$ cat src/rtl/strap_boot_ctrl.sv
module strap_boot_ctrl #(
  parameter int PULSE_CYCLES = 8,
  parameter int NPINS        = 8,
  parameter int ADDR_W       = 3
) (
  input  logic              clk,
  input  logic              pwr_good,
  input  logic              ext_rst_n,
  input  logic [NPINS-1:0]  strap_in,
  input  logic [NPINS-1:0]  pin_oe_cfg,
  input  logic              ee_done,
  output logic              dev_rst,
  output logic [NPINS-1:0]  strap_oe,
  output logic [NPINS-1:0]  cfg_val,
  output logic              use_i2c,
  output logic [ADDR_W-1:0] i2c_addr_lo,
  output logic              ee_req,
  output logic [NPINS-ADDR_W-1:0] ee_cond,
  output logic              regs_default,
  output logic              cfg_ready
);

  localparam int COND_W = NPINS - ADDR_W;
  localparam int CNT_W  = $clog2(PULSE_CYCLES + 1);

  logic [1:0]       pg_sync;
  logic [1:0]       ext_sync;
  logic [CNT_W-1:0] pulse_cnt;
  logic             rst_q;
  logic [NPINS-1:0] cfg_q;
  logic             req_q;
  logic             ready_q;
  logic             pg_s;

  assign pg_s = pg_sync[1];

  always_ff @(posedge clk or negedge pwr_good)
    if (!pwr_good) pg_sync <= '0;
    else           pg_sync <= {pg_sync[0], 1'b1};

  always_ff @(posedge clk or negedge ext_rst_n)
    if (!ext_rst_n) ext_sync <= 2'b11;
    else            ext_sync <= {ext_sync[0], 1'b0};

  always_ff @(posedge clk or negedge pwr_good)
    if (!pwr_good)                       pulse_cnt <= CNT_W'(PULSE_CYCLES);
    else if (pg_s && pulse_cnt != '0)    pulse_cnt <= pulse_cnt - 1'b1;

  assign dev_rst = !pg_s || (pulse_cnt != '0) || ext_sync[1] || !ext_rst_n;

  always_ff @(posedge clk or negedge pwr_good)
    if (!pwr_good) begin
      rst_q   <= 1'b1;
      cfg_q   <= '0;
      req_q   <= 1'b0;
      ready_q <= 1'b0;
    end else begin
      rst_q <= dev_rst;
      if (dev_rst) begin
        req_q   <= 1'b0;
        ready_q <= 1'b0;
      end else if (rst_q) begin
        cfg_q   <= strap_in;
        req_q   <= |strap_in[NPINS-1:ADDR_W];
        ready_q <= ~|strap_in[NPINS-1:ADDR_W];
      end else if (req_q && ee_done) begin
        req_q   <= 1'b0;
        ready_q <= 1'b1;
      end
    end

  assign strap_oe     = dev_rst ? '0 : pin_oe_cfg;
  assign cfg_val      = cfg_q;
  assign use_i2c      = |cfg_q[ADDR_W-1:0];
  assign i2c_addr_lo  = cfg_q[ADDR_W-1:0];
  assign ee_req       = req_q;
  assign ee_cond      = cfg_q[NPINS-1:ADDR_W];
  assign regs_default = ready_q && ~|cfg_q[NPINS-1:ADDR_W];
  assign cfg_ready    = ready_q;

  AST_PULSE_START: assert property (@(posedge clk) disable iff (!pwr_good)
    $rose(pg_s) |-> dev_rst);
  AST_OE_QUIET_IN_RST: assert property (@(posedge clk) disable iff (!pwr_good)
    dev_rst |-> strap_oe == '0);
  AST_CFG_HELD: assert property (@(posedge clk) disable iff (!pwr_good)
    !(rst_q && !dev_rst) |=> $stable(cfg_val));
  AST_READY_NOT_REQ: assert property (@(posedge clk) disable iff (!pwr_good)
    cfg_ready |-> !ee_req);
  AST_REQ_HAS_COND: assert property (@(posedge clk) disable iff (!pwr_good)
    ee_req |-> ee_cond != '0);
  AST_DONE_READY: assert property (@(posedge clk) disable iff (!pwr_good)
    (ee_req && ee_done && !dev_rst) |=> (cfg_ready && !ee_req));
  AST_RST_ABORTS_REQ: assert property (@(posedge clk) disable iff (!pwr_good)
    dev_rst |=> (!ee_req && !cfg_ready));
  AST_EXT_HOLDS_RST: assert property (@(posedge clk) disable iff (!pwr_good)
    !ext_rst_n |-> dev_rst);

endmodule

$ cat config.mk
export PLATFORM = sky130hd
export DESIGN_NAME = strap_boot_ctrl
export DESIGN_NICKNAME = d
export VERILOG_FILES = /design/src/rtl/strap_boot_ctrl.sv
export SDC_FILE = /design/constraint.sdc
export NUM_CORES = 1
export LEC_CHECK = 0
export ABC_AREA = 1
export BUFFER_PORTS_ARGS = -buffer_cell sky130_fd_sc_hd__buf_2
export CELL_PAD_IN_SITES_DETAIL_PLACEMENT = 1
export CELL_PAD_IN_SITES_GLOBAL_PLACEMENT = 2
export CORE_MARGIN = 10
export CORE_UTILIZATION = 24
export CTS_BUF_LIST = sky130_fd_sc_hd__clkbuf_8
export DETAILED_ROUTE_END_ITERATION = 16
export PLACE_DENSITY = 0.86
export SLEW_MARGIN = 20
export SYNTH_ARGS = -nofsm -noshare
export SYNTH_HDL_FRONTEND = slang
export SYNTH_SLANG_ARGS = --single-unit
$ cat constraint.sdc
create_clock -name clk -period 1.6 [get_ports clk]
set_input_delay 0.08 -clock clk [delete_from_list [all_inputs] [get_ports clk]]
set_output_delay 0.08 -clock clk [all_outputs]
set_load 0.1 [all_outputs]
Word level (Yosys, flattened, before mapping)
Cells that the tools add are included.
{"block": "totals", "ff_bits": 19, "in_bits": 20, "output_inout_bits": 29}
{"block": "classes", "addsub": 1, "n_mux": 7, "bitwise_logic": 1, "reduce_logical": 16}
{"cell": "$reduce_or A5 Y1", "count": 2}
{"cell": "$mux W8", "count": 1}
{"cell": "$mux W1", "count": 6}
{"cell": "$logic_not A1 Y1", "count": 4}
{"cell": "$reduce_bool A4 Y1", "count": 1}
{"cell": "$sub A4 B1 Y4 const B", "count": 1}
{"cell": "$logic_and A1 B1 Y1", "count": 3}
{"cell": "$logic_or A1 B1 Y1", "count": 3}
{"cell": "$reduce_bool A3 Y1", "count": 1}
{"cell": "$reduce_or A3 Y1", "count": 1}
{"cell": "$reduce_and A2 Y1", "count": 1}
{"cell": "$not A1 Y1", "count": 1}

Depth between registers and ports, before layout
Gate-level depths: netlist of run 1.
{"block": "logic_depth", "depth_word": 6, "mapped_depth": 7}

Least setup slack after synthesis of run 1
No wires, ideal clock.
{"block": "synth_timing", "path_kind": "register -> output", "from": "reg ready_q, in the netlist cfg_ready", "to": "out regs_default", "arrival_time_ns": 3.110, "required_ns": 1.520, "slack_ns": -1.590, "path_stages_with_launch": 3, "n_path_buf": 0, "path_cell_list": "dfrtp_1 -> nand3b_1 -> nor3_1"}
{"block": "synth_between", "elab_chain_len": 1}
{"item": "from (decl)", "line_no": "32", "text": "logic ready_q;"}
{"item": "from (signal assigned)", "line_no": "65", "text": "ready_q <= ~|strap_in[NPINS-1:ADDR_W];"}
{"item": "$logic_and A1 B1 Y1", "line_no": "78", "text": "assign regs_default = ready_q && ~|cfg_q[NPINS-1:ADDR_W];"}
{"item": "to (decl)", "line_no": "19", "text": "output logic regs_default,"}
Every way passes these cells.

Worst setup path after layout of run 1
{"block": "layout_timing", "from": "reg pulse_cnt[1]", "to": "out strap_oe[3]"}
{"block": "layout_between", "elab_chain_len": 5}
{"item": "from (decl)", "line_no": "28", "text": "logic [CNT_W-1:0] pulse_cnt;"}
{"item": "from (signal assigned)", "line_no": "46", "text": "if (!pwr_good) pulse_cnt <= CNT_W'(PULSE_CYCLES);"}
{"item": "from (signal assigned)", "line_no": "47", "text": "else if (pg_s && pulse_cnt != '0) pulse_cnt <= pulse_cnt - 1'b1;"}
{"item": "$reduce_bool A4 Y1", "line_no": "49", "text": "assign dev_rst = !pg_s || (pulse_cnt != '0) || ext_sync[1] || !ext_rst_n;"}
{"item": "$logic_or A1 B1 Y1 (3 in series)", "line_no": "49"}
{"item": "$mux W8", "line_no": "72", "text": "assign strap_oe = dev_rst ? '0 : pin_oe_cfg;"}
{"item": "to (decl)", "line_no": "13", "text": "output logic [NPINS-1:0] strap_oe,"}
Every way passes these cells.

==> results of run 1 <==
## worst max path at each step
| stage | cells after the start | to | startpoint | slack (ns) |
|---|---|---|---|---|
| 6_report | 7 | strap_oe[3] | pulse_cnt[1] | -0.02 |
| 2_1_floorplan | 3 | regs_default | cfg_val[4] | -0.16 |
| 3_5_place_dp | 7 | strap_oe[0] | pulse_cnt[0] | 0.17 |
| 5_1_grt | 7 | strap_oe[3] | pulse_cnt[1] | -0.08 |
| 4_1_cts | 7 | strap_oe[3] | pulse_cnt[1] | -0.02 |
| 3_3_place_gp | 5 | dev_rst | pulse_cnt[3] | 0.21 |
## power groups by stage
stage	clock network (uW)	logic, uW	registers (uW)
finish	350	895	586
global route	381	931	596
CTS	366	892	583
detailed placement	0	885	593
global placement	0	879	587
floorplan	0	498	859
## layout by cell type, fill, tap and decap left out, drive strengths merged, types with 2 or more instances in the layout
cell type    synthesis  final
buf                 10     55
nand2               31     31
inv                 17     17
nand3               16     16
dfrtp               15     15
nor2                13     13
dfstp                4      4
clkbuf               0      3
o21ai                2      2
conb                 2      2
dlygate4sd3          0      2
## through the flow
| stage | setup WS, ns | setup TNS [ns] | hold slack, ns | power [uW] | area (um^2) |
|---|---|---|---|---|---|
| 3_3_place_gp | 0.2104 | 0 | 0.02450 | 1467 | 1440 |
| 2_1_floorplan | -0.1644 | -0.3783 | -0.2156 | 1357 | 1066 |
| 6_report | -0.01557 | -0.06142 | 0.05144 | 1832 | 1562 |
| 5_1_grt | -0.07634 | -0.5564 | 0.06816 | 1907 | 1562 |
| 3_5_place_dp | 0.1698 | 0 | 0.03448 | 1478 | 1440 |
| 4_1_cts | -0.01790 | -0.06974 | 0.05101 | 1841 | 1534 |
## flip-flops by register name, indices dropped and copies added, names as in the netlist
register,cells
cfg_val,8
pg_sync,2
pulse_cnt,4
ee_req,1
cfg_ready,1
rst_q,1
ext_sync,2
## area by class of cell
class                           count  area share [%]
Multi-Input combinational cell     70           27.96
Inverter                           17           4.567
Sequential cell                    19           31.65
Clock buffer                        3           2.644
Tap cell                           48           3.846
Timing Repair Buffer               57           28.85
Clock inverter                      1          0.4808
## worst reg2reg max path: cells and delay by family, from the launching register on
kind                       cells  cell delay (ns)
and+or+nand+nor                4             0.40
DFF                            1             0.40
adders and majority gates      1             0.15
buffers and inverters          4             0.48
## repair_timing
action | in CTS | in global routing
gates resized for setup | 1 | 3
setup buffers | 3 | 2
hold buffers | 2 | 0
setup endpoints to repair | 9 | 10
pin swaps | 2 | 2
endpoints found under the hold margin | 17 | 0
## metal layers
layer	vias to the layer above	global-route usage [%]
met5	-	0
met4	2	4.615
met3	8	4.980
met2	44	15.08
met1	401	9.456
li1	444	-
## kinds of logic after synthesis
group,count (synthesis)
and+or+nand+nor,63
AOI/OAI and AO/OA,3
DFF,19
xor gates and xnor gates,1
adders and majority gates,1
buffers and inverters,27
other,2
==> impl_metrics.ini, run 1 <==
[layout]
diodes = 0
drive_gt1_share_pct = 52.69
nNetsFinal = 189
utilization_pct = 41.71
seqCellArea_um2 = 494.2
fin_cells = 215
area_growth_pct = 64.64
multi_input_area_um2 = 436.7
nFillCells = 461

[synthesis]
synth.mux.area_fraction_pct = 0
ys.flop_type = dfrtp_1
synthArstFlopShare_pct = 100.0
synth_area_um2 = 948.4
synth_compound_area_share_pct = 1.583
synth_top_cell_area_share_pct = 39.58
yosysTopAreaCell = dfrtp_1
ys_seq_area_share_pct = 50.66
synth_edf_count = 0
syn_avg_cell_area_um2 = 8.176
ys_warn_count = 0
yosysUniqueCellTypes = 21
synth_top_family_by_area = simple AND/OR/NAND/NOR gates
syn_nets = 137
synth_simple_gate_area_share_pct = 29.95
synth.most_common_cell = nand2_1
synth_area_leaders = dfrtp_1, nand2_1, dfstp_2
netlist_instances = 116
synth_common_cells = nand2_1, dfrtp_1, inv_1
synthAdderAreaFrac_pct = 1.319
yosys_register_bits = 19
synthXorXnorAreaFrac_pct = 0.9235

[clocking]
cts_tree = done
clockBufferDepth = 2
numCtsBuffers = 3
path_clk_slew_ns = 0.07
worstSkewPairLatency_ns = 0.26
root_buffer = clkbuf_8
cts.sinks = 19
htreeDepth = 1

[detailed_routing]
via_count = 899
first_pass_iters = 3
wl_met1_um = 1197
antenna_left = 0
drtIter0Drc = 25
vias_per_cell = 4.181
wl_met3_um = 378
dr_wl_met2_um = 1443
drc = 0
drt-total-wl_um = 3111
route.top_layer_used = met5
wire_per_inst_um = 14.47

[status]
outcome = complete, but fails checks
violations = negative setup slack

[setup_path]
crit_required_ns = 1.52
critPathSlowestCell = dfrtp_1
r2r_slack_ns = 0.12
cp_cell_sequence = inv_2 -> ha_4 -> nand3_4 -> nor2_4 -> inv_8 -> nor2_4 -> buf_12
path_buf_inv = 3
cp.arrival_ns = 1.54
reg2reg_depth = 9
slowest_delay_ns = 0.40
start_kind = flop
crit_family = flip-flops
crit_top_cell = nor2_4
worstReg2RegEnd = cfg_ready
endpoint_kind = output pin
r2r_start = pulse_cnt[1]
path_class = flop to output pin
critPathMaxFanout = 10

[power]
ir_drop_mv = 0.3328
p_comb_share_pct = 48.9
swShare_pct = 53.35
p_leak_uw = 0.0008142
powerDensity_mw_per_mm2 = 1173
p_int_uw = 854.4
switchingPower_uw = 977.2
p_clk_share_pct = 19.1
seqPwrFrac_pct = 32.0

[hold_path]
holdPathStages = 3
hp-class = input pin to flop
hp-start = strap_in[0]
min_to = cfg_val[0]

[floorplan]
die_y_um = 82.86
fp-row-count = 22
die_x_um = 82.86
io_pins = 49
start_util_pct = 25.33
core_mm2 = 0.003744
dieArea_mm2 = 0.006866

[grt]
antenna_found_initial = 1
grt_overflow = 0
grt_pass1_wl_um = 5361
track_usage_pct = 9.273
grt_max_degree = 18
grt_pass1_vias = 1106

[placement]
place_congestion = 0.7213
post-place-cells = 204
dp_hpwl_um = 2508
port_buffers = 48

[sta]
fin_ws_ns = -0.01557
finClkSkew_ns = 0.001918
fmax_mhz = 619.0
drv_slew = 0
rsz0062_at_grt = yes
final-hold-violation-count = 0
fin_crit_ns = 1.616
fin_crit_sh_pct = 101.0
setup_violations = 8

[run]
drv_cap = 0
(Power assumes the default switching activity.)
==> inputs of run 2 (changes only) <==
Settings changed: RECOVER_POWER from default to 50.
==> run 2 against run 1 <==
  * The run still ends with negative setup slack left
  * Setup slack stayed put
  * Clock power hardly changed
  * Worst hold slack hardly changed
  * Sequential power hardly changed
  * Global-route usage stayed put
  * Cell area hardly changed
  * Register-to-register slack hardly changed
  * Die area stayed put
  * Routed wire length hardly changed
  * Via count stayed put
  * Utilization hardly changed
  * Critical path depth stayed put
  * Critical path type unchanged
  * Largest cell class unchanged
==> impl_metrics.ini, run 2 (synthesis gave the netlist of run 1 again) <==
[floorplan]
core_mm2 = 0.003744
io_pins = 49
dieArea_mm2 = 0.006866
die_y_um = 82.86
die_x_um = 82.86
start_util_pct = 25.33
fp-row-count = 22

[power]
ir_drop_mv = 0.3327
powerDensity_mw_per_mm2 = 1174
p_leak_uw = 0.0008115

[setup_path]
cp.arrival_ns = 1.54
r2r_slack_ns = 0.12
crit_required_ns = 1.52
start_kind = flop
critPathMaxFanout = 10
path_class = flop to output pin
endpoint_kind = output pin

[clocking]
path_clk_slew_ns = 0.07
worstSkewPairLatency_ns = 0.26
htreeDepth = 1
cts.sinks = 19
numCtsBuffers = 3
root_buffer = clkbuf_8
cts_tree = done
clockBufferDepth = 2

[detailed_routing]
via_count = 899
first_pass_iters = 3
antenna_left = 0
wire_per_inst_um = 14.48
drtIter0Drc = 24
vias_per_cell = 4.181
drt-total-wl_um = 3113
drc = 0

[sta]
final-hold-violation-count = 0
fin_crit_ns = 1.616
drv_slew = 0
rsz0062_at_grt = yes
tightest_slew_ns = 0.9285
finClkSkew_ns = 0.001918
setup_violations = 8
hold_slack_ns = 0.05144
fin_ws_ns = -0.01557
fmax_mhz = 619.0
slew_headroom_pct = 38.10
fin_crit_sh_pct = 101.0

[layout]
nFillCells = 462
largest_reg_flops = 8
final_cell_mix = buf_2, nand2_1, nand3_1, inv_1
area_growth_pct = 64.51
diodes = 0
nNetsFinal = 189
drive_gt1_share_pct = 52.10
fin_cells = 215
mostFrequentLayoutCell = buf_2

[grt]
grt_overflow = 0
antenna_found_initial = 1
track_usage_pct = 9.273
grt_pass1_wl_um = 5361
grt_max_degree = 18
grt_pass1_vias = 1106

[placement]
place_congestion = 0.7213
port_buffers = 48
post-place-cells = 204
dp_hpwl_um = 2508

[hold_path]
hp-class = input pin to flop

[run]
drv_cap = 0

[status]
outcome = complete, but fails checks
violations = negative setup slack
[run 2: metrics by stage]
| stage | worst slack [ns] | TNS (ns) | cell area, um^2 | power [uW] | util, % |
|---|---|---|---|---|---|
| floorplan | -0.1644 | -0.3783 | 1066 | 1357 | - |
| global placement | 0.2104 | 0 | 1440 | 1467 | 38.47 |
| detailed placement | 0.1698 | 0 | 1440 | 1478 | 38.47 |
| CTS | -0.01790 | -0.06974 | 1534 | 1841 | 40.98 |
| global route | -0.07634 | -0.5564 | 1560 | 1907 | 41.68 |
| finish | -0.01557 | -0.06142 | 1560 | 1831 | 41.68 |
[run 2: metal layers]
metal  GRT usage (%)  share of wire, %  vias up
li1                -                 -      444
met1           9.456                38      401
met2           15.08                46       44
met3           4.980                12        8
met4           4.615               2.7        2
met5               0              0.22        -
[run 2: what timing repair did]
action | in CTS | in global routing
hold buffers | 2 | 0
resized for setup | 1 | 3
buffers inserted | 3 | 2
pin swaps | 2 | 2
endpoints found under the setup margin | 9 | 10
hold endpoints to repair | 17 | 0
[run 2: final cells by class]
type / instances / area [um^2] / share of cell area, %
tap: 48 / 60.06 / 3.849
clock buffer: 3 / 41.29 / 2.646
timing repair buffer: 57 / 449.2 / 28.79
multi-input combinational: 70 / 436.7 / 27.99
inverter: 17 / 71.32 / 4.571
sequential: 19 / 494.2 / 31.68
clock inverter: 1 / 7.507 / 0.4812
[run 2: path summary, 6_finish.rpt]
kind | from | depth (start not counted) | end
min in group asynchronous | ext_rst_n | 2 | ext_sync[0]
max reg2reg | pulse_cnt[1] | 9 | cfg_ready
max | pulse_cnt[1] | 7 | strap_oe[3]
min | strap_in[0] | 3 | cfg_val[0]
min reg2reg | ext_sync[0] | 0 | ext_sync[1]
max in group asynchronous | pwr_good | 2 | cfg_val[4]
[run 2: power breakdown]
group          switching [uW]  leakage [uW]  internal [uW]
logic                     753      0.000562            142
clock network             174     0.0000217            176
registers                50.2      0.000228            536
total                     977      0.000811            854
[run 2: worst max-delay path, stage by stage, from the launching register on]
cell and delay [ns]:
dfrtp_1 0.40, inv_2 0.08, ha_4 0.15, nand3_4 0.08, nor2_4 0.16, inv_8 0.09, nor2_4 0.12, buf_12 0.18
